File: src/rtl/twc_pkg.sv
package twc_pkg;

  typedef enum logic [2:0] {
    OP_NONE,
    OP_START,
    OP_STOP,
    OP_TX,
    OP_RX_ACK,
    OP_RX_NACK
  } twc_op_e;

  localparam logic [3:0] CODE_NOP   = 4'b0000;
  localparam logic [3:0] CODE_RXA   = 4'b0010;
  localparam logic [3:0] CODE_TX    = 4'b0011;
  localparam logic [3:0] CODE_STOP  = 4'b0101;
  localparam logic [3:0] CODE_RXN   = 4'b0110;
  localparam logic [3:0] CODE_START = 4'b1001;

  localparam int unsigned BYTE_BITS = 8;

  // Pin levels {scl, drive_low} for one quarter of a bit slot.
  function automatic logic [1:0] slot_wave(twc_op_e op, logic [1:0] ph,
                                           logic ack_slot, logic bitv);
    logic s;
    logic o;
    s = (ph == 2'd1) || (ph == 2'd2);
    o = 1'b0;
    case (op)
      OP_START:   o = ph[1];
      OP_STOP: begin
        s = (ph != 2'd0);
        o = !ph[1];
      end
      OP_TX:      o = ack_slot ? 1'b0 : !bitv;
      OP_RX_ACK:  o = ack_slot;
      OP_RX_NACK: o = 1'b0;
      default: begin
        s = 1'b1;
        o = 1'b0;
      end
    endcase
    return {s, o};
  endfunction

endpackage

File: src/rtl/twc_rst_sync.sv
module twc_rst_sync (
  input  logic clk,
  input  logic rst_n,
  output logic rst_sync_n
);
  logic [1:0] sync_q;

  always_ff @(posedge clk or negedge rst_n) begin
    if (!rst_n) sync_q <= 2'b00;
    else        sync_q <= {sync_q[0], 1'b1};
  end

  assign rst_sync_n = sync_q[1];
endmodule

File: src/rtl/twc_tick.sv
module twc_tick #(
  parameter int unsigned QTR_CYCLES = 25
) (
  input  logic clk,
  input  logic rst_n,
  input  logic run,
  output logic tick
);
  localparam int unsigned CW = (QTR_CYCLES < 2) ? 1 : $clog2(QTR_CYCLES);
  localparam logic [CW-1:0] LAST = CW'(QTR_CYCLES - 1);

  logic [CW-1:0] cnt_q, cnt_d;

  always_comb begin
    cnt_d = cnt_q;
    if (!run)                cnt_d = '0;
    else if (cnt_q == LAST)  cnt_d = '0;
    else                     cnt_d = cnt_q + 1'b1;
  end

  always_ff @(posedge clk or negedge rst_n) begin
    if (!rst_n) cnt_q <= '0;
    else        cnt_q <= cnt_d;
  end

  assign tick = run && (cnt_q == LAST);
endmodule

File: src/rtl/twc_decode.sv
module twc_decode
  import twc_pkg::*;
(
  input  logic [3:0] code,
  output twc_op_e    op,
  output logic       legal
);
  always_comb begin
    legal = 1'b1;
    op    = OP_NONE;
    case (code)
      CODE_NOP:   op = OP_NONE;
      CODE_RXA:   op = OP_RX_ACK;
      CODE_TX:    op = OP_TX;
      CODE_STOP:  op = OP_STOP;
      CODE_RXN:   op = OP_RX_NACK;
      CODE_START: op = OP_START;
      default:    legal = 1'b0;
    endcase
  end
endmodule

File: src/rtl/twc_engine.sv
module twc_engine
  import twc_pkg::*;
(
  input  logic                 clk,
  input  logic                 rst_n,
  input  logic                 tick,
  input  logic                 go,
  input  twc_op_e              op,
  input  logic [BYTE_BITS-1:0] tx_byte,
  input  logic                 sda_in,
  output logic                 run,
  output logic                 done,
  output logic [BYTE_BITS-1:0] rx_byte,
  output logic                 ack_seen,
  output logic                 scl,
  output logic                 sda_oe
);
  localparam int unsigned SW = $clog2(BYTE_BITS + 1);
  localparam logic [SW-1:0] ACK_SLOT = SW'(BYTE_BITS);

  logic                 active_q, active_d;
  twc_op_e              op_q, op_d;
  logic [SW-1:0]        slot_q, slot_d;
  logic [1:0]           ph_q, ph_d;
  logic [BYTE_BITS-1:0] sh_q, sh_d;
  logic                 smp_q, smp_d;
  logic                 ack_q, ack_d;
  logic                 scl_q, scl_d;
  logic                 oe_q, oe_d;
  logic                 is_byte;
  logic [SW-1:0]        last_slot;

  assign is_byte   = (op_q == OP_TX) || (op_q == OP_RX_ACK) || (op_q == OP_RX_NACK);
  assign last_slot = is_byte ? ACK_SLOT : '0;

  always_comb begin
    active_d = active_q;
    op_d     = op_q;
    slot_d   = slot_q;
    ph_d     = ph_q;
    sh_d     = sh_q;
    smp_d    = smp_q;
    ack_d    = ack_q;
    scl_d    = scl_q;
    oe_d     = oe_q;
    done     = 1'b0;
    if (go) begin
      active_d       = 1'b1;
      op_d           = op;
      slot_d         = '0;
      ph_d           = 2'd0;
      sh_d           = tx_byte;
      ack_d          = 1'b0;
      {scl_d, oe_d}  = slot_wave(op, 2'd0, 1'b0, tx_byte[BYTE_BITS-1]);
    end else if (active_q && tick) begin
      if (ph_q == 2'd2) begin
        smp_d = sda_in;
        if ((slot_q == ACK_SLOT) && (op_q == OP_TX)) ack_d = !sda_in;
      end
      if (ph_q == 2'd3) begin
        if (is_byte && (slot_q < ACK_SLOT)) sh_d = {sh_q[BYTE_BITS-2:0], smp_q};
        if (slot_q == last_slot) begin
          active_d = 1'b0;
          done     = 1'b1;
        end else begin
          slot_d        = slot_q + 1'b1;
          ph_d          = 2'd0;
          {scl_d, oe_d} = slot_wave(op_q, 2'd0, slot_d == ACK_SLOT, sh_d[BYTE_BITS-1]);
        end
      end else begin
        ph_d          = ph_q + 2'd1;
        {scl_d, oe_d} = slot_wave(op_q, ph_d, slot_q == ACK_SLOT, sh_q[BYTE_BITS-1]);
      end
    end
  end

  always_ff @(posedge clk or negedge rst_n) begin
    if (!rst_n) begin
      active_q <= 1'b0;
      op_q     <= OP_NONE;
      slot_q   <= '0;
      ph_q     <= 2'd0;
      sh_q     <= '0;
      smp_q    <= 1'b0;
      ack_q    <= 1'b0;
      scl_q    <= 1'b1;
      oe_q     <= 1'b0;
    end else begin
      active_q <= active_d;
      op_q     <= op_d;
      slot_q   <= slot_d;
      ph_q     <= ph_d;
      sh_q     <= sh_d;
      smp_q    <= smp_d;
      ack_q    <= ack_d;
      scl_q    <= scl_d;
      oe_q     <= oe_d;
    end
  end

  assign run      = active_q;
  assign rx_byte  = sh_d;
  assign ack_seen = ack_q;
  assign scl      = scl_q;
  assign sda_oe   = oe_q;
endmodule

File: src/rtl/twc_eeprom_master.sv
module twc_eeprom_master
  import twc_pkg::*;
#(
  parameter int unsigned QTR_CYCLES = 25
) (
  input  logic       clk,
  input  logic       rst_n,
  input  logic       cmd_wr,
  input  logic [3:0] cmd_in,
  input  logic       data_wr,
  input  logic [7:0] data_in,
  output logic [3:0] cmd_out,
  output logic [7:0] data_out,
  output logic       busy,
  output logic       err,
  output logic       rx_ack,
  output logic       tx_ack,
  output logic       irq,
  output logic       scl,
  output logic       sda_oe,
  input  logic       sda_in
);
  logic       rst_i_n;
  logic       tick;
  logic       run;
  logic       done;
  logic       go;
  logic       accept;
  logic       legal;
  logic       ack_seen;
  logic [7:0] rx_byte;
  twc_op_e    dec_op;

  logic       busy_q, busy_d;
  logic       err_q, err_d;
  logic       rxack_q, rxack_d;
  logic       txack_q, txack_d;
  logic       irq_q, irq_d;
  logic [3:0] cmd_q, cmd_d;
  logic [7:0] data_q, data_d;
  twc_op_e    cur_q, cur_d;

  twc_rst_sync u_rst (.clk(clk), .rst_n(rst_n), .rst_sync_n(rst_i_n));

  twc_tick #(.QTR_CYCLES(QTR_CYCLES)) u_tick (
    .clk(clk), .rst_n(rst_i_n), .run(run), .tick(tick)
  );

  twc_decode u_dec (.code(cmd_in), .op(dec_op), .legal(legal));

  assign accept = cmd_wr && !busy_q;
  assign go     = accept && legal && (dec_op != OP_NONE);

  twc_engine u_eng (
    .clk(clk), .rst_n(rst_i_n), .tick(tick), .go(go), .op(dec_op),
    .tx_byte(data_q), .sda_in(sda_in), .run(run), .done(done),
    .rx_byte(rx_byte), .ack_seen(ack_seen), .scl(scl), .sda_oe(sda_oe)
  );

  always_comb begin
    busy_d  = busy_q;
    err_d   = err_q;
    rxack_d = rxack_q;
    txack_d = txack_q;
    cmd_d   = cmd_q;
    data_d  = data_q;
    cur_d   = cur_q;
    if (data_wr && !busy_q) data_d = data_in;
    if (accept) begin
      cmd_d   = cmd_in;
      err_d   = !legal;
      rxack_d = 1'b0;
      txack_d = 1'b0;
      busy_d  = go;
      cur_d   = dec_op;
    end
    if (done) begin
      busy_d = 1'b0;
      if (cur_q == OP_TX) rxack_d = ack_seen;
      if ((cur_q == OP_RX_ACK) || (cur_q == OP_RX_NACK)) begin
        data_d  = rx_byte;
        txack_d = (cur_q == OP_RX_ACK);
      end
    end
    irq_d = busy_q && !busy_d;
  end

  always_ff @(posedge clk or negedge rst_i_n) begin
    if (!rst_i_n) begin
      busy_q  <= 1'b0;
      err_q   <= 1'b0;
      rxack_q <= 1'b0;
      txack_q <= 1'b0;
      irq_q   <= 1'b0;
      cmd_q   <= CODE_NOP;
      data_q  <= '0;
      cur_q   <= OP_NONE;
    end else begin
      busy_q  <= busy_d;
      err_q   <= err_d;
      rxack_q <= rxack_d;
      txack_q <= txack_d;
      irq_q   <= irq_d;
      cmd_q   <= cmd_d;
      data_q  <= data_d;
      cur_q   <= cur_d;
    end
  end

  assign cmd_out  = cmd_q;
  assign data_out = data_q;
  assign busy     = busy_q;
  assign err      = err_q;
  assign rx_ack   = rxack_q;
  assign tx_ack   = txack_q;
  assign irq      = irq_q;
endmodule

File: config.mk
export PLATFORM = sky130hd
export DESIGN_NAME = twc_eeprom_master
export DESIGN_NICKNAME = d
export VERILOG_FILES = /design/src/rtl/twc_pkg.sv /design/src/rtl/twc_rst_sync.sv /design/src/rtl/twc_tick.sv /design/src/rtl/twc_decode.sv /design/src/rtl/twc_engine.sv /design/src/rtl/twc_eeprom_master.sv
export SDC_FILE = /design/constraint.sdc
export NUM_CORES = 1
export LEC_CHECK = 0
export ABC_AREA = 1
export BUFFER_PORTS_ARGS = -buffer_cell sky130_fd_sc_hd__buf_2
export CAP_MARGIN = 0
export CORE_ASPECT_RATIO = 1.4
export CORE_UTILIZATION = 30
export CTS_CLUSTER_DIAMETER = 100
export DETAILED_ROUTE_END_ITERATION = 8
export HOLD_SLACK_MARGIN = 0.05
export PLACE_DENSITY_LB_ADDON = 0.15
export SETUP_SLACK_MARGIN = 0.5
export SYNTH_ARGS = -nofsm -noshare
export SYNTH_HDL_FRONTEND = slang
export SYNTH_SLANG_ARGS = --single-unit
File: constraint.sdc
create_clock -name clk -period 1.5 [get_ports clk]
set_input_delay 0.15 -clock clk [delete_from_list [all_inputs] [get_ports clk]]
set_output_delay 0.15 -clock clk [all_outputs]
set_load 0.1 [all_outputs]
# Yosys cells after proc, flatten, opt, wreduce, memory -nomap -nowiden
# Index checks and enable logic that the tools add are counted.
[word_totals]
ff_bits = 49
in_bits = 17
out_inout_bits = 19
elab_cells = 149
[classes]
n_addsub = 3
magnitude_cmp = 1
eq_ne = 28
mux = 59
bitwise = 1
reduce_logical = 38
[op_table]
columns = ["op", "n"]
rows = [
  ["8-bit 2-to-1 mux", 10],
  ["1-bit 2-to-1 mux", 33],
  ["4-bit 2-to-1 mux", 5],
  ["3-bit == test, second input constant", 6],
  ["3-bit by 2-bit == test with 1-bit output, second input constant", 5],
  ["3-bit case mux with 5 select lines", 1],
  ["4-bit == test, second input constant", 3],
  ["3-bit AND reduction", 4],
  ["2-bit nonzero test", 6],
  ["5-bit 2-to-1 mux", 2],
  ["5-bit OR reduction", 2],
  ["1-bit logical AND", 9],
  ["4-bit by 2-bit == test with 1-bit output, second input constant", 2],
  ["4-bit by 3-bit == test with 1-bit output, second input constant", 2],
  ["1-bit zero test", 8],
  ["2-bit 2-to-1 mux", 4],
  ["2-bit == test, second input constant", 3],
  ["3-bit by 1-bit == test with 1-bit output, second input constant", 2],
  ["6-bit OR reduction", 1],
  ["5-bit by 1-bit adder with 5-bit output, second input constant", 1],
  ["5-bit == test, second input constant", 1],
  ["4-bit by 1-bit adder with 4-bit output, second input constant", 1],
  ["4-bit == test", 1],
  ["4-bit zero test", 1],
  ["other kinds (13)", 17],
]

# Longest topological paths before layout
# Gate-level depths: netlist (run 1).
[logic_depth]
ltp_word = 15
ltp_mapped = 17
ltp_nobuf = 16

# Hierarchy
# Synthesis (run 1) repeated with hierarchy kept, for this count alone.
[unflattened]
hier_cells = 342
hier_area_um2 = 2637.5
[by_module_without_submodules]
columns = ["module", "n_inst", "cells_per_inst", "area_per_inst_um2", "seq_area_each_um2"]
rows = [
  ["twc_engine", 1, 166, 1285.0, 551.8],
  ["twc_eeprom_master", 1, 118, 942.2, 500.5],
  ["twc_tick", 1, 33, 267.8, 125.1],
  ["twc_decode", 1, 22, 88.8, 0.0],
  ["twc_rst_sync", 1, 3, 53.8, 50.0],
]

# Least setup slack after synthesis (run 1)
# OpenSTA, ideal clock, no wires.
[synth_path]
path_type = "flip-flop to flip-flop"
from = "register busy_q, in the netlist busy"
to = "register txack_q, in the netlist tx_ack"
setup_ps = 116
t_arrival_ps = 1871
t_required_ps = 1384
path_slack_ps = -486
stages_incl_launch_ff = 9
path_buffers = 1
period_less_slack_ps = 1986
cell_sequence = "dfrtp_1 > inv_1 > nand2_1 > inv_1 > nand3_4 > nand3_2 > buf_6 > nor2_2 > nor2_2"
[synth_via]
elab_chain_cells = 6
elab_cells_between_ends = 8
cone_classes = "mux: 4; reduce/logical: 4"
[synth_rtl]
columns = ["element", "line_no", "source"]
rows = [
  ["start, declared", "twc_eeprom_master.sv:34", "logic busy_q, busy_d;"],
  ["start signal, assigned", "twc_eeprom_master.sv:99", "busy_q <= busy_d;"],
  ["1-bit zero test (*)", "twc_eeprom_master.sv:51", "assign accept = cmd_wr && !busy_q;"],
  ["1-bit logical AND (*)", "twc_eeprom_master.sv:51", ""],
  ["1-bit logical AND (2 in a row)", "twc_eeprom_master.sv:52", "assign go = accept && legal && (dec_op != OP_NONE);"],
  ["1-bit 2-to-1 mux", "twc_engine.sv:47", "if (go) begin"],
  ["1-bit 2-to-1 mux (*)", "twc_eeprom_master.sv:77", "if (done) begin"],
  ["named net txack_d", "twc_eeprom_master.sv:37", "logic txack_q, txack_d;"],
  ["end signal, assigned", "twc_eeprom_master.sv:102", "txack_q <= txack_d;"],
  ["end, declared", "twc_eeprom_master.sv:37", ""],
]
# Mark *: on every way through the listed nets, which the timed path passes. The rest lies on a longest branch.
# A chain may end at the register's enable or synchronous reset.

# Final worst setup path (run 1)
[layout_path]
from = "register u_eng.op_q[2]"
to = "register data_q[1], in the netlist data_out[1]"
[layout_via]
elab_chain_cells = 13
elab_cells_between_ends = 21
cone_classes = "eq/ne: 4; mux: 14; reduce/logical: 3"
[layout_rtl]
columns = ["element", "line_no", "source"]
rows = [
  ["start, declared", "twc_engine.sv:22", "twc_op_e op_q, op_d;"],
  ["start signal, assigned", "twc_engine.sv:90", "op_q <= op_d;"],
  ["3-bit by 2-bit == test with 1-bit output or 3-bit == test (tied branches)", "twc_engine.sv:33", "assign is_byte = (op_q == OP_TX) || (op_q == OP_RX_ACK) || (op_q == OP_RX_NACK);"],
  ["1-bit logical OR", "twc_engine.sv:33", ""],
  ["1-bit logical OR (*)", "twc_engine.sv:33", ""],
  ["1-bit logical AND", "twc_engine.sv:61", "if (is_byte && (slot_q < ACK_SLOT)) sh_d = {sh_q[BYTE_BITS-2:0], smp_q};"],
  ["8-bit 2-to-1 mux", "twc_engine.sv:61", ""],
  ["8-bit 2-to-1 mux", "twc_engine.sv:60", "if (ph_q == 2'd3) begin"],
  ["8-bit 2-to-1 mux", "twc_engine.sv:55", "end else if (active_q && tick) begin"],
  ["8-bit 2-to-1 mux", "twc_engine.sv:47", ""],
  ["8-bit 2-to-1 mux", "twc_engine.sv:60", ""],
  ["8-bit 2-to-1 mux", "twc_engine.sv:55", ""],
  ["8-bit 2-to-1 mux", "twc_engine.sv:47", ""],
  ["8-bit 2-to-1 mux", "twc_eeprom_master.sv:80", "if ((cur_q == OP_RX_ACK) || (cur_q == OP_RX_NACK)) begin"],
  ["8-bit 2-to-1 mux (*)", "twc_eeprom_master.sv:77", ""],
  ["named net data_d[1]", "twc_eeprom_master.sv:40", "logic [7:0] data_q, data_d;"],
  ["end signal, assigned", "twc_eeprom_master.sv:105", "data_q <= data_d;"],
  ["end, declared", "twc_eeprom_master.sv:40", ""],
]
# Mark *: on every way through the listed nets, which the timed path passes. The rest lies on a longest branch. The select of a mux whose other input is x is not followed.

==> flow_summary_export.csv, run 1 <==
group,metric,value,unit
status,status,"complete, but fails checks",
status,violations,"setup timing",
drt,vias_per_cell,4.72,
global_routing,antenna_found_initial,0,
sta,period_share,1.26,
global_routing,grt_max_degree,48,
yosys,ys.flop_type,"dfrtp_1",
yosys,synthDistinctLibCells,30,
clock_tree,htreeDepth,2,
yosys,synth_area,2650,um^2
die,die_area,9220,um^2
drt,first_pass_iters,4,
setup_path,reg2reg_slack,-0.39,ns
power,vdd_ir_drop_max,0.000638,V
min_path,min_path_type,"in -> reg",
global_routing,grt_pass1_vias,2797,
finish,drive_gt1_frac,0.516,
min_path,whs_path_depth,3,
power,cellLeakagePower,0.00235,uW
min_path,min_to,"u_eng.smp_q",
global_routing,grt_usage,0.185,
sta,max_freq,529,MHz
yosys,syn-num-nets,360,
yosys,muxShareOfSynthArea,0.0297,
clock_tree,cts_root_buf,"clkbuf_16",
setup_path,start_kind,"flop",
sta,grt_setup_unrepaired,"yes",
die,core,8560,um^2
clock_tree,cts_buffers,5,
placement,place_congestion,0.826,
sta,fin_skew,0.00455,ns
die,die_y,113,um
placement,place_ws,-0.363,ns
yosys,postSynthAreaPerCell,7.89,um^2
finish,syn_to_final_growth,74.7,%
placement,post-dp-hpwl,4.86,mm
die,die_x,81.4,um
drt,vias,2709,
yosys,yosysMostFrequentCell,"nand2_1",
setup_path,worstReg2RegEnd,"data_out[1]",
die,io_pins,36,
drt,ant_nets,0,
drt,avgRoutedWirePerCell,13.6,um
flow_run,drv_cap,0,
setup_path,r2r-start,"u_eng.op_q[2]",
yosys,synth_xor_area_frac,0.00992,
die,start_util,0.310,
setup_path,r2r_cells,13,
yosys,ys_ff_latch,49,
yosys,syn_inst,336,
global_routing,grt_busiest_layer,"met2",
die,row_count,40,
clock_tree,cts_buffer_depth,2,
setup_path,endpoint_kind,"flop",
yosys,synthTopCellsByCount,"nand2_1, dfrtp_1, inv_1",
drt,route.detailed.drc,0,
yosys,synth.area.top_cells,"dfrtp_1, nand2_1, nand4_1",
yosys,synth-simple-area-share,0.342,
yosys,synth_top_family_by_area,"simple AND/OR/NAND/NOR gates",
global_routing,grt_pass1_wl,12.8,mm
yosys,yosysSeqAreaShare,0.463,
global_routing,met1_usage,0.212,
setup_path,cp.arrival,2.12,ns
yosys,synth_top_area_frac,0.453,
setup_path,required,1.73,ns
yosys,yosysWarnings,0,
finish,n_antenna_cell,0,
sta,finalHoldViolCount,0,
clock_tree,cts_tree,"built",
global_routing,globalRouteMet2Util,0.322,
sta,period_minus_slack,1.89,ns
yosys,postSynth.asyncResetShare,1.00,
clock_tree,clock_latency,0.29,ns
power,power,2620,uW
finish,fillers,764,
setup_path,path_max_fanout,8,
sta,timing.final.ws_setup,-0.389,ns
placement,io_buffers,35,
clock_tree,path_clk_slew,0.07,ns
clock_tree,cts_sinks,49,
finish,fin_nets,492,
setup_path,crit_type,"reg -> reg",
global_routing,use_met3,0.0298,
global_routing,overflow,0,
sta,final-setup-viol-count,32,
yosys,synth_top_area_cell,"dfrtp_1",
drt,wl,7.79,mm
yosys,synth_compound_area_frac,0.0505,
min_path,hold_start,"sda_in",
yosys,synth_edf_count,0,
sta,final-max-slew-violation-count,0,
yosys,synth_adder_area_share,0.0331,
drt,initialDrtViolationCount,128,
power,p_per_area,566,nW/um^2
==> registers in the layout (all words and copies together) (netlist names) <==
name            flops
busy                1
cmd_out             4
cur_q               3
data_out            8
err                 1
irq                 1
rx_ack              1
tx_ack              1
u_eng.ack_seen      1
u_eng.op_q          3
u_eng.ph_q          2
u_eng.run           1
u_eng.scl           1
u_eng.sda_oe        1
u_eng.sh_q          8
u_eng.slot_q        4
u_eng.smp_q         1
u_rst.sync_q        2
u_tick.cnt_q        5
==> layout make-up <==
class / instances / area (um^2) / area share
Tap cell: 105 / 131 / 0.0284
Clock inverter: 1 / 7.51 / 0.00162
Inverter: 37 / 174 / 0.0376
Multi-Input combinational cell: 242 / 1500 / 0.324
Clock buffer: 7 / 143 / 0.0308
Sequential cell: 49 / 1250 / 0.271
Timing Repair Buffer: 133 / 1420 / 0.307
==> logic make-up after synthesis <==
| kind of cell | Yosys count |
|---|---|
| compound gates | 24 |
| mux | 7 |
| xor+xnor | 3 |
| other cells | 1 |
| buf+inv | 45 |
| simple gates | 200 |
| flops | 49 |
| fa+ha+maj | 7 |
==> what timing repair did <==
| item | 4_1_cts | 5_1_grt |
|---|---|---|
| endpoints found under the setup margin | 65 | 65 |
| hold buffers | 1 | 0 |
| setup buffers | 37 | 10 |
| endpoints found under the hold margin | 2 | 0 |
| cloned | 2 | 2 |
| pin swaps | 10 | 18 |
| resized for setup | 132 | 51 |
==> how the worst max path moves through the flow <==
stage,slack [ns],startpoint,to
2_1_floorplan,-0.23,u_eng.op_q[2],tx_ack
3_3_place_gp,-0.31,u_eng.op_q[2],data_out[4]
3_5_place_dp,-0.36,u_eng.op_q[2],data_out[1]
4_1_cts,-0.29,u_eng.op_q[0],data_out[1]
5_1_grt,-0.50,u_eng.op_q[0],data_out[2]
6_report,-0.39,u_eng.op_q[2],data_out[1]
==> where the power goes <==
part           switching [uW]  internal (uW)  total (uW)
Combinational            81.2           43.9         125
Clock                     502            665        1170
Sequential               2.60           1320        1330
==> per-stage QoR <==
step	instances	utilization	hold slack [ns]	TNS (ns)	instance area [um^2]
2_1_floorplan	336	-	-0.146	-3.07	2770
3_3_place_gp	514	0.394	-0.0638	-5.41	3370
3_5_place_dp	514	0.394	-0.0627	-6.17	3370
4_1_cts	562	0.507	0.128	-5.84	4340
5_1_grt	574	0.541	0.147	-11.37	4630
6_report	574	0.541	0.139	-7.79	4630
==> cells in the final DEF, fill, tap and decap left out, types with 4 or more instances in the layout <==
cell / count
nand2_1: 89
buf_4: 62
dfrtp_1: 30
inv_1: 25
buf_6: 25
nand4_1: 23
nand2_2: 23
buf_12: 23
nor2_1: 19
nand3_1: 17
dfrtp_2: 17
buf_2: 16
o21ai_2: 9
inv_2: 8
nand2_4: 8
mux2_2: 7
clkbuf_16: 7
nor2_2: 5
nand3_2: 5
o21ai_1: 5
nor2_4: 4
o21ai_0: 4
ha_1: 4
==> worst max-delay path, cell delays in order, from the launching register on <==
cell and delay (ns):
dfrtp_1 0.36, inv_1 0.07, nand2_2 0.08, inv_2 0.05, nand2_2 0.07, nand2_2 0.07
ha_4 0.28, nand3_4 0.08, nor4_4 0.22, nand3_2 0.19, buf_8 0.19, clkinv_8 0.06
nand2_1 0.05, nand2_1 0.06
==> metal layers <==
metal | wire, um | up-vias | share of wire
li1 | - | 1357 | -
met1 | 3140 | 1277 | 0.40
met2 | 4180 | 55 | 0.54
met3 | 184 | 20 | 0.024
met4 | 280 | 0 | 0.036
met5 | 0 | - | 0
(Power assumes the default switching activity.)
==> run 2: changes to the inputs <==
Settings changed: ABC_AREA 1 to 0, CTS_CLUSTER_DIAMETER 100 to default.
==> flow_summary_export.csv, run 2 <==
group,metric,value,unit
clock_tree,cts_buffer_depth,2,
setup_path,endpoint_kind,"flop",
clock_tree,cts_buffers,5,
yosys,postSynthAreaPerCell,9.72,um^2
placement,place_congestion,0.733,
die,die_y,113,um
setup_path,critical_path.top_delay_family,"simple AND/OR/NAND/NOR gates",
die,io_pins,36,
yosys,synthDistinctLibCells,49,
setup_path,crit_type,"reg -> reg",
setup_path,cp.buffers_inverters,1,
setup_path,critical_path.slowest_cell,"dfrtp_1",
clock_tree,path_clk_slew,0.07,ns
drt,first_pass_iters,4,
sta,finalHoldViolCount,0,
placement,post-dp-hpwl,4.63,mm
sta,slew_headroom,0.570,
yosys,syn-num-nets,297,
global_routing,antenna_found_initial,0,
drt,vias,2336,
setup_path,required,1.72,ns
yosys,yosysWarnings,0,
yosys,synth_edf_count,0,
die,row_count,40,
yosys,synth.area.top_cells,"dfrtp_1, mux2i_1, nand2_1",
setup_path,slowest_delay,0.39,ns
power,p_per_area,764,nW/um^2
min_path,min_path_type,"reg -> async",
drt,vias_per_cell,4.82,
global_routing,grt_usage,0.166,
yosys,ys_ff_latch,49,
finish,fillers,755,
flow_run,drv_cap,0,
clock_tree,clock_latency,0.29,ns
yosys,yosysSeqAreaShare,0.463,
drt,ant_nets,0,
global_routing,grt_pass1_vias,2471,
yosys,yosysMostFrequentCell,"dfrtp_1",
setup_path,cp.arrival,2.19,ns
placement,io_buffers,35,
setup_path,start_kind,"flop",
sta,final-setup-viol-count,31,
status,status,"complete, but fails checks",
yosys,ys.flop_type,"dfrtp_1",
sta,period_share,1.31,
finish,layout_common_cells,"buf_4, dfrtp_1, nor2_1",
finish,finalCoreUtilization,0.523,
finish,multi_input_area,1710,um^2
drt,route.detailed.drc,0,
die,die_area,9230,um^2
sta,grt_setup_unrepaired,"yes",
setup_path,cp.depth,9,
setup_path,r2r_cells,9,
yosys,postSynth.asyncResetShare,1.00,
status,violations,"setup timing",
global_routing,grt_max_degree,40,
finish,register_area,1240,um^2
global_routing,overflow,0,
setup_path,path_cells,"nor2b_4 -> nand2_2 -> o21ai_2 -> ha_4 -> and3b_2 -> nand2_4 -> nor4b_4 -> buf_12 -> mux2i_1",
drt,wl,7.04,mm
clock_tree,cts_tree,"built",
clock_tree,cts_root_buf,"clkbuf_16",
die,core,8560,um^2
die,start_util,0.310,
finish,syn_to_final_growth,68.7,%
yosys,synth_top_area_frac,0.453,
sta,hold_ws,0.134,ns
sta,fin_setup_tns,-11.08,ns
finish,layout_commonest_cell,"buf_4",
setup_path,path_max_fanout,9,
finish,fin_cells,485,
sta,tightestPinTransition,0.644,ns
drt,initialDrtViolationCount,80,
power,cellLeakagePower,0.00193,uW
sta,max_freq,508,MHz
finish,fin_nets,403,
clock_tree,cts_sinks,49,
finish,drive_gt1_frac,0.534,
yosys,syn_inst,273,
sta,period_minus_slack,1.97,ns
sta,final-max-slew-violation-count,0,
clock_tree,htreeDepth,2,
power,vdd_ir_drop_max,0.000628,V
placement,dpl.cell_count,443,
placement,place_ws,-0.449,ns
yosys,synthTopCellsByCount,"dfrtp_1, nand2_1, mux2i_1",
sta,timing.final.ws_setup,-0.470,ns
yosys,synth_top_area_cell,"dfrtp_1",
die,die_x,81.5,um
sta,fin_skew,0.00488,ns
finish,n_antenna_cell,0,
drt,avgRoutedWirePerCell,14.5,um
yosys,synth_area,2650,um^2
global_routing,grt_pass1_wl,11.6,mm
==> run 2: power breakdown <==
part,internal (uW),leakage (uW),switching [uW]
combinational,291,0.00128,366
sequential,1380,0.000568,70.2
clock,790,0.0000800,522
==> run 2: logic make-up after synthesis <==
kind of cell / Yosys count / synth area share
multiplexers: 31 / 0.118
adder cells (fa/ha/maj): 7 / 0.0330
AND/OR/NAND/NOR: 100 / 0.197
AO/OA/AOI/OAI: 50 / 0.115
flip-flops: 49 / 0.463
buffers and inverters: 27 / 0.0472
XOR/XNOR: 8 / 0.0264
other: 1 / 0.00141
==> run 2: worst reg2reg max path, stage by stage (launching register included) <==
cell	delay [ns]
dfrtp_1	0.39
nor2b_4	0.14
nand2_2	0.08
o21ai_2	0.08
ha_4	0.27
and3b_2	0.23
nand2_4	0.07
nor4b_4	0.27
buf_12	0.18
mux2i_1	0.19
==> run 2: final timing paths <==
check | end | slack [ns] | start
setup reg to reg | tx_ack | -0.47 | u_eng.op_q[1]
setup / recovery | tx_ack | -0.47 | u_eng.op_q[1]
max in group asynchronous | irq | 0.86 | u_rst.sync_q[1]
hold / removal | busy | 0.13 | u_rst.sync_q[1]
hold reg to reg | busy | 0.13 | u_rst.sync_q[1]
min in group clk | data_out[0] | 0.14 | data_in[0]
==> run 2: routing by layer <==
| metal | track usage | vias up | part of all wire |
|---|---|---|---|
| li1 | - | 1148 | - |
| met1 | 0.198 | 1138 | 0.41 |
| met2 | 0.283 | 36 | 0.54 |
| met3 | 0.0266 | 14 | 0.021 |
| met4 | 0.0786 | 0 | 0.031 |
| met5 | 0 | - | 0 |
==> run 2: final cells by class <==
type	count	area share
sequential	49	0.278
timing repair buffer	115	0.263
tap	105	0.0294
clock inverter	3	0.0103
inverter	11	0.00923
clock buffer	5	0.0280
multi-input combinational	197	0.382
==> run 2: stage by stage <==
stage | total power, uW | area, um^2
6_report | 3420 | 4470
4_1_cts | 3420 | 4200
3_3_place_gp | 1940 | 3310
5_1_grt | 3570 | 4470
2_1_floorplan | 1780 | 2780
3_5_place_dp | 1940 | 3310
==> run 2: repair_timing <==
item	4_1_cts	5_1_grt
pin swaps	23	24
endpoints found under the hold margin	2	0
gates resized for setup	135	44
hold buffers	1	0
setup endpoints to repair	65	65
cloned	1	0
buffers inserted	23	9
==> run 3: changes to the inputs <==
Settings changed: SYNTH_HIERARCHICAL from default to 1.
==> flow_summary_export.csv, run 3 <==
group,metric,value,unit
finish,fin_nets,399,
die,core,8510,um^2
die,row_count,40,
yosys,synthDistinctLibCells,52,
global_routing,grt_pass1_wl,11.4,mm
yosys,synth.area.top_cells,"dfrtp_1, mux2i_1, mux2_4",
setup_path,path_max_fanout,8,
drt,route.detailed.drc,0,
status,status,"complete, but fails checks",
sta,grt_setup_unrepaired,"yes",
yosys,postSynthAreaPerCell,10.7,um^2
yosys,yosysSeqAreaShare,0.468,
drt,first_pass_iters,4,
sta,max_freq,510,MHz
drt,initialDrtViolationCount,34,
setup_path,endpoint_kind,"flop",
drt,vias,2292,
min_path,whs_path_depth,3,
drt,ant_nets,0,
power,vdd_ir_drop_max,0.00111,V
yosys,synth_area,2620,um^2
finish,fin_area,4550,um^2
sta,finalHoldViolCount,0,
setup_path,cp.arrival,2.17,ns
setup_path,path_common_cell,"buf_4",
clock_tree,htreeDepth,2,
clock_tree,cts_buffer_depth,2,
setup_path,r2r-start,"u_eng/op_q[1]",
clock_tree,cts_root_buf,"clkbuf_16",
global_routing,grt_pass1_vias,2394,
die,die_area,9120,um^2
clock_tree,cts_sinks,49,
yosys,postSynth.asyncResetShare,1.00,
min_path,min_to,"u_eng/smp_q",
power,p_per_area,2160,nW/um^2
sta,period_minus_slack,1.96,ns
power,cellLeakagePower,0.00216,uW
clock_tree,cts_buffers,5,
placement,place_ws,-0.558,ns
die,start_util,0.308,
placement,io_buffers,35,
flow_run,drv_cap,0,
drt,vias_per_cell,4.77,
drt,wl,7.06,mm
setup_path,required,1.71,ns
die,io_pins,36,
yosys,yosysMostFrequentCell,"dfrtp_1",
finish,syn_to_final_growth,73.6,%
setup_path,reg2reg_slack,-0.46,ns
yosys,syn_inst,245,
finish,n_antenna_cell,0,
sta,fin_skew,0.00836,ns
yosys,synth_top_area_frac,0.458,
die,die_x,81.0,um
yosys,synthTopCellsByCount,"dfrtp_1, mux2i_1, nand2_1",
global_routing,antenna_found_initial,0,
finish,layout_common_cells,"buf_4, dfrtp_1, buf_12",
setup_path,worstReg2RegEnd,"u_eng/sda_oe",
global_routing,overflow,0,
placement,post-dp-hpwl,4.39,mm
setup_path,path_cells,"buf_4 -> o21ai_2 -> ha_4 -> buf_4 -> buf_6 -> buf_6 -> nand4b_1 -> buf_4 -> a31oi_2 -> o31ai_2",
placement,place_congestion,0.734,
setup_path,r2r_cells,10,
yosys,syn-num-nets,269,
sta,final-max-slew-violation-count,0,
global_routing,grt_max_degree,48,
global_routing,grt_usage,0.168,
die,die_y,113,um
setup_path,slowest_delay,0.38,ns
yosys,ys_ff_latch,49,
sta,timing.final.ws_setup,-0.460,ns
clock_tree,cts_tree,"built",
yosys,synth_top_area_cell,"dfrtp_1",
drt,avgRoutedWirePerCell,14.7,um
sta,period_share,1.31,
yosys,synth_edf_count,0,
yosys,yosysWarnings,6,
clock_tree,path_clk_slew,0.07,ns
status,violations,"setup timing",
sta,final-setup-viol-count,33,
setup_path,crit_type,"reg -> reg",
setup_path,start_kind,"flop",
finish,layout_commonest_cell,"buf_4",
clock_tree,clock_latency,0.29,ns
setup_path,critical_path.slowest_cell,"dfrtp_1",
min_path,hold_start,"sda_in",
placement,placed_area,3380,um^2
yosys,ys.flop_type,"dfrtp_1",
finish,drive_gt1_frac,0.617,
min_path,min_path_type,"in -> reg",
[run 3: worst max-delay path, delay by kind of cell, from the launching register on]
kind | cells | cell delay [ns]
AO/OA/AOI/OAI | 3 | 0.47
adder cells (fa/ha/maj) | 1 | 0.22
buffers and inverters | 5 | 0.63
flip-flops | 1 | 0.38
AND/OR/NAND/NOR | 1 | 0.16
[run 3: area by class of cell]
cell class / count / area, um^2
clock buffers: 5 / 125
clock inverters: 3 / 46.3
fillers: 782 / 3960
inverters: 12 / 45.0
multi-input cells: 176 / 1620
flip-flops and latches: 49 / 1250
well taps: 105 / 131
repair buffers: 131 / 1330
[run 3: stage by stage]
stage                     power (uW)  hold slack [ns]  utilization  instances  setup TNS (ns)
after floorplan                 5480           -0.146            -        245           -8.51
after global placement          6660          -0.0648        0.398        430          -13.40
after detailed placement        6710          -0.0636        0.398        430          -13.60
after CTS                       9530            0.108        0.503        464          -10.46
after global routing           10300            0.128        0.535        481          -13.03
final                           9830            0.120        0.535        481           -9.97
[run 3: timing repair]
item,in CTS,in global routing
endpoints found under the hold margin,2,0
resized for setup,120,37
setup endpoints to repair,65,65
setup buffers,21,17
hold buffers,1,0
gates cloned,4,0
pin swaps,30,14
[run 3: kinds of logic after synthesis]
kind of cell | count (synthesis) | synth area share
AND/OR/NAND/NOR | 79 | 0.179
flip-flops | 49 | 0.468
AO/OA/AOI/OAI | 48 | 0.113
multiplexers | 30 | 0.127
buffers and inverters | 23 | 0.0501
adder cells (fa/ha/maj) | 8 | 0.0377
XOR/XNOR | 7 | 0.0234
other | 1 | 0.00143
[run 3: worst max path at each step]
stage	start	to	slack, ns	cells past startpoint
2_1_floorplan	u_tick/cnt_q[0]	data_out[5]	-0.54	11
3_3_place_gp	cmd_in[3]	data_out[4]	-0.56	11
3_5_place_dp	cmd_in[3]	data_out[5]	-0.56	11
4_1_cts	u_eng/op_q[1]	tx_ack	-0.48	10
5_1_grt	u_eng/op_q[1]	rx_ack	-0.55	10
6_report	u_eng/op_q[1]	u_eng/sda_oe	-0.46	10
[run 3: power breakdown]
group,leakage (uW),switching [uW],internal (uW)
clock,0.0000800,530,790
sequential,0.000580,522,1920
combinational,0.00151,3210,2860
total,0.00216,4260,5570
[run 3: per-layer routing]
| metal | track usage | share of wire |
|---|---|---|
| met4 | 0.0631 | 0.016 |
| met2 | 0.306 | 0.57 |
| met5 | 0 | 0 |
| met3 | 0.0317 | 0.018 |
| met1 | 0.188 | 0.39 |
